## src/rtl/rx_desc_wb.sv

```systemverilog
module rx_desc_wb #(
  parameter int AW = 32,
  parameter int LEN_W = 11,
  parameter int RUNT_MIN = 64,
  parameter int MAX_LEN = 1518,
  parameter logic [AW-1:0] BASE_ADDR = '0
) (
  input  logic          clk,
  input  logic          rst_n,
  input  logic          cfg_csum_en,
  input  logic [1:0]    cfg_loop_src,
  input  logic          in_valid,
  input  logic [7:0]    in_data,
  input  logic          in_last,
  output logic          in_ready,
  input  logic          fr_crc_err,
  input  logic          fr_late_col,
  input  logic          fr_fifo_ovf,
  input  logic          fr_addr_miss,
  input  logic          fr_mcast,
  input  logic          fr_ip_bad,
  input  logic          fr_l4_bad,
  output logic          mem_req,
  output logic          mem_we,
  output logic [AW-1:0] mem_addr,
  output logic [3:0]    mem_be,
  output logic [31:0]   mem_wdata,
  input  logic          mem_ack,
  input  logic [31:0]   mem_rdata
);
  localparam int FL_W = 14;

  typedef enum logic [3:0] {
    S_IDLE, S_OWN, S_LEN, S_BUF, S_NXT, S_RDY, S_WR, S_CHK, S_ST, S_DROP
  } state_t;

  state_t st;
  logic [AW-1:0]    cur, nxt, bufa;
  logic [LEN_W-1:0] blen, off;
  logic [FL_W-1:0]  cnt;
  logic [7:0]       bq;
  logic lastq, first, ed, due;
  logic f_aun, f_mc, f_lc, f_crc, f_ovf, f_ip, f_l4;
  logic [31:0] status;

  wire acc = in_valid && in_ready;
  wire [LEN_W-1:0] off_n = off + LEN_W'(1);

  assign in_ready = (st == S_RDY) || (st == S_DROP);
  assign mem_req  = st inside {S_OWN, S_LEN, S_BUF, S_NXT, S_WR, S_CHK, S_ST};
  assign mem_we   = (st == S_WR) || (st == S_ST);

  always_comb begin
    case (st)
      S_LEN:   mem_addr = cur + AW'(4);
      S_BUF:   mem_addr = cur + AW'(8);
      S_NXT:   mem_addr = cur + AW'(12);
      S_CHK:   mem_addr = nxt;
      S_WR:    mem_addr = bufa + AW'(off);
      default: mem_addr = cur;
    endcase
  end

  wire runt = (cnt < FL_W'(RUNT_MIN)) && !f_ovf;
  wire efl  = cnt > FL_W'(MAX_LEN);
  wire es   = due | runt | efl | f_lc | f_crc | f_ovf;
  wire [1:0] mode = cfg_csum_en ? (ed ? {f_ip, f_l4} : 2'b00) : cfg_loop_src;

  assign status = ed ? {1'b0, f_aun, cnt, es, due, mode, runt, f_mc, first, 1'b1,
                        efl, f_lc, 4'b0000, f_crc, f_ovf}
                     : {18'd0, mode, 2'b00, first, 9'd0};

  assign mem_be    = (st == S_WR) ? (4'b0001 << mem_addr[1:0]) : 4'b1111;
  assign mem_wdata = (st == S_WR) ? {4{bq}} : status;

  always_ff @(posedge clk) begin
    if (!rst_n) begin
      st <= S_IDLE;
      cur <= BASE_ADDR;
      nxt <= '0;
      bufa <= '0;
      blen <= '0;
      off <= '0;
      cnt <= '0;
      bq <= '0;
      lastq <= 1'b0;
      first <= 1'b0;
      ed <= 1'b0;
      due <= 1'b0;
      {f_aun, f_mc, f_lc, f_crc, f_ovf, f_ip, f_l4} <= '0;
    end else begin
      case (st)
        S_IDLE: if (in_valid) begin
          st <= S_OWN;
          cnt <= '0;
          first <= 1'b1;
          ed <= 1'b0;
          due <= 1'b0;
          {f_aun, f_mc, f_lc, f_crc, f_ovf, f_ip, f_l4} <= '0;
        end
        S_OWN: if (mem_ack) st <= mem_rdata[31] ? S_LEN : S_DROP;
        S_LEN: if (mem_ack) begin
          blen <= mem_rdata[LEN_W-1:0];
          st <= S_BUF;
        end
        S_BUF: if (mem_ack) begin
          bufa <= mem_rdata[AW-1:0];
          st <= S_NXT;
        end
        S_NXT: if (mem_ack) begin
          nxt <= mem_rdata[AW-1:0];
          off <= '0;
          st <= S_RDY;
        end
        S_RDY: if (acc) begin
          bq <= in_data;
          lastq <= in_last;
          if (in_last)
            {f_aun, f_mc, f_lc, f_crc, f_ovf, f_ip, f_l4} <=
              {fr_addr_miss, fr_mcast, fr_late_col, fr_crc_err, fr_fifo_ovf, fr_ip_bad, fr_l4_bad};
          st <= S_WR;
        end
        S_WR: if (mem_ack) begin
          off <= off_n;
          cnt <= cnt + FL_W'(1);
          if (lastq) begin
            ed <= 1'b1;
            st <= S_ST;
          end else if (off_n == blen) st <= S_CHK;
          else st <= S_RDY;
        end
        S_CHK: if (mem_ack) begin
          ed <= !mem_rdata[31];
          due <= !mem_rdata[31];
          st <= S_ST;
        end
        S_ST: if (mem_ack) begin
          cur <= nxt;
          if (ed) st <= due ? S_DROP : S_IDLE;
          else begin
            first <= 1'b0;
            st <= S_LEN;
          end
        end
        S_DROP: if (acc && in_last) st <= S_IDLE;
        default: st <= S_IDLE;
      endcase
    end
  end

  wire st_wr = mem_req && mem_we && (mem_be == 4'hF);

  assert_req_hold_R13: assert property (@(posedge clk) disable iff (!rst_n)
    mem_req && !mem_ack |=> mem_req && $stable(mem_addr) && $stable(mem_we) && $stable(mem_wdata));

  assert_no_overrun_R3: assert property (@(posedge clk) disable iff (!rst_n)
    mem_req && mem_we && (st == S_WR) |-> off < blen);

  assert_owner_cleared_R5: assert property (@(posedge clk) disable iff (!rst_n)
    st_wr |-> !mem_wdata[31]);

  assert_mid_quiet_R6: assert property (@(posedge clk) disable iff (!rst_n)
    st_wr && !mem_wdata[8] |-> mem_wdata[30:14] == '0 && mem_wdata[11:10] == '0 && mem_wdata[7:0] == '0);

  assert_trunc_closes_R10: assert property (@(posedge clk) disable iff (!rst_n)
    st_wr && mem_wdata[14] |-> mem_wdata[8] && mem_wdata[15]);

  assert_ovf_no_runt_R7: assert property (@(posedge clk) disable iff (!rst_n)
    st_wr && mem_wdata[0] |-> !mem_wdata[11]);
endmodule

```

## config.mk

```make
export PLATFORM = sky130hd
export DESIGN_NAME = rx_desc_wb
export DESIGN_NICKNAME = d
export VERILOG_FILES = /design/src/rtl/rx_desc_wb.sv
export SDC_FILE = /design/constraint.sdc
export NUM_CORES = 1
export LEC_CHECK = 0
export BUFFER_PORTS_ARGS = -buffer_cell sky130_fd_sc_hd__buf_2
export CAP_MARGIN = 0
export CORE_ASPECT_RATIO = 0.9
export CORE_MARGIN = 10
export CORE_UTILIZATION = 55
export DETAILED_ROUTE_END_ITERATION = 12
export PLACE_DENSITY = 0.85
export SYNTH_ARGS = -nofsm -noshare
export SYNTH_HDL_FRONTEND = slang
export SYNTH_SLANG_ARGS = --single-unit
```

## constraint.sdc

```tcl
create_clock -name clk -period 8.1 [get_ports clk]
set_input_delay 1.62 -clock clk [delete_from_list [all_inputs] [get_ports clk]]
set_output_delay 1.62 -clock clk [all_outputs]
set_load 0.03 [all_outputs]
```

==> qor.yml <==
setup_viol_count_final: 0
finalWorstSetupSlack_ns: 2.48
avgRoutedWirePerCell_um: 18.5
grt_pass1_vias: 9497
holdPathEnd: "bufa[8]"
fp.coreArea_um2: 17500
grt_max_degree: 91
rows: 46
clock_latency_ns: 0.44
cp.depth: 13
viasPerCell: 6.13
antenna_found_initial: 0
r2r_slack_ns: 5.00
synth_nets: 1397
synth_cells: 1325
htree_num_levels: 4
synth-seq-cells: 155
hp-class: "flip-flop to flip-flop"
syn-cell-area_um2: 9710
crit_buf_inv: 3
diodes: 0
drive_gt1_frac: 0.137
num_vias: 10100
cts_resized: 0
fin_cells: 1654
slew_viol_final: 0
hold_violations: 0
power_leakage_uw: 0.00414
clockBufferDepth: 2
final_common_cell: "nand2_1"
die_y_um: 146
yosys_warnings: 0
worstReg2RegStart: "st[2]"
endpoint_kind: "output pin"
numCtsBuffers: 17
post_cts_buffers: 0
synth_edf_count: 0
cts_tree: "done"
grt_pass1_wl_um: 49500
gp_congestion: 1.00
cp_common_cell: "nand2_1"
hold_buffers: 0
dpl_cell_area_um2: 10400
track_usage: 0.253
worstReg2RegEnd: "bufa[6]"
drtIter0Drc: 1155
setup_tns_ns: 0
ys_seq_area_frac: 0.320
critPathTopFamily: "simple AND/OR/NAND/NOR gates"
max-slew-margin-rel: 0.161
io_pins: 126
power_density_nw_per_um2: 224
nNetsFinal: 1473
period_share: 0.693
synthTopCellsByArea: "dfxtp_1 32%, nand2_1 12%, a21boi_0 8.7%"
cts.sinks: 155
seqCellArea_um2: 3100
synthFlopType: "dfxtp_1"
ant_nets: 0
worst_slew_pin_slew_ns: 1.25
cp.required_ns: 6.48
final_area_um2: 11000
rsz0062_at_grt: "no"
slowest_stage: "nor3b_2"
preCtsSetupSlack_ns: 3.06
fin_skew_ns: 0.00824
hpwl_um: 21500
critPathKind: "flip-flop to output pin"
holdCritStartpoint: "bufa[8]"
fmax_mhz: 178
overflow: 0
status: "finished clean"
path_max_fanout: 25
die_width_um: 160
async_flop_share: 0
hold_depth: 2
period_needed_ns: 5.62
clkTransAtPathRegs_ns: 0.06
path_cells: "buf_4 -> clkinv_1 -> nand2_1 -> nor3_1 -> ha_1 -> a21oi_1 -> nor3b_2 -> nand2_1 -> or2_2 -> o311ai_0 -> a31oi_1 -> o211ai_1 -> buf_2"
startpoint_type: "flip-flop"
dp.cells: 1622
wirelength_um: 30600
route.detailed.drc: 0
final.fill_count: 1586
cp.arrival_ns: 4.00
synth_top_area_frac: 0.320
final_cell_mix: "322 x nand2_1, 155 x dfxtp_1, 124 x buf_2"
peakVddDrop_uv: 191
maxCapViolations: 0
worst_path_largest_cell_delay_ns: 0.54
initial_utilization: 0.555
yosysUniqueCellTypes: 72
port_buffers: 125
drt-pass1-iter-count: 6
synth_top_area_cell: "dfxtp_1"
die_area_um2: 23400
postSynthAreaPerCell_um2: 7.33
areaGrowthSynthToFinish_pct: 13.4
multi_input_area_um2: 6180
hold_slack_ns: 0.468
cts_root_buf: "clkbuf_16"
ff2ff_path_depth: 7
## worst min-delay path, delay by kind of cell (launching register included)
family           cells  cell delay (ns)
flip-flops           1             0.31
AO/OA/AOI/OAI        1             0.06
AND/OR/NAND/NOR      1             0.05
## cell type report
class                           instances  area share
Clock buffer                           20      0.0415
Sequential cell                       155       0.282
Tap cell                              240      0.0273
Multi-Input combinational cell       1072       0.561
Clock inverter                         12      0.0148
Timing Repair Buffer                  143      0.0693
Inverter                               12     0.00409
## power breakdown
part           switching [µW]  total (µW)  internal (µW)
clock                     338         844            505
sequential               32.1         832            800
combinational             554         791            237
total                     924        2470           1540
## kinds of logic (layout without fill, tap and decap cells)
kind of cell	count (synthesis)	count (layout)	share of synthesized area
simple gates	607	607	0.280
compound gates	370	370	0.260
flops	155	155	0.320
buf+inv	98	187	0.0452
xor+xnor	64	64	0.0577
fa+ha+maj	17	17	0.0234
mux	14	14	0.0146
## cells in the mapped netlist (5+ instances only)
library cell and n:
and3_1 17, or3_1 7, nor4_1 10, buf_4 6
a21boi_0 112, o21bai_1 5, dfxtp_1 155, nand4_1 24
inv_1 11, nor3_1 30, xor2_1 33, nor2b_1 28
nand3_1 48, nand2b_1 7, o221ai_1 7, buf_2 13
a21o_1 15, a21oi_1 73, mux2i_1 13, nand2_1 322
o211ai_1 13, o21ai_0 55, or2_2 5, o21a_1 6
xnor2_1 31, a22o_1 6, ha_1 15, nor2_1 85
a221oi_1 12, o31ai_1 5, a31oi_1 14, clkbuf_1 60
## how the worst max path moves through the flow
stage               start            to  slack (ns)
floorplan           st[0]  mem_addr[22]        3.28
global placement    st[3]  mem_addr[19]        3.16
finish              st[3]  mem_addr[19]        2.48
global route        st[3]  mem_addr[27]        2.16
CTS                 st[3]  mem_addr[19]        2.60
detailed placement  st[3]  mem_addr[19]        3.06
## flip-flops by register name (all words and copies together), names as in the netlist, 4 cells and up
| name | cells |
|---|---|
| blen | 11 |
| bq | 8 |
| bufa | 32 |
| cnt | 14 |
| cur | 32 |
| nxt | 32 |
| off | 11 |
| st | 4 |
## metal layers
layer / vias up / global-route usage / share of wire
li1: 4807 / - / -
met1: 4775 / 0.335 / 0.43
met2: 494 / 0.406 / 0.46
met3: 65 / 0.0478 / 0.085
met4: 0 / 0.0862 / 0.022
met5: - / 0 / 0
## per-stage QoR
step	power (µW)	utilization
final	2470	0.629
after global routing	2570	0.629
after CTS	2450	0.629
after detailed placement	1620	0.594
after global placement	1610	0.594
after floorplan	1400	-
Power figures use the tool's default switching activity.
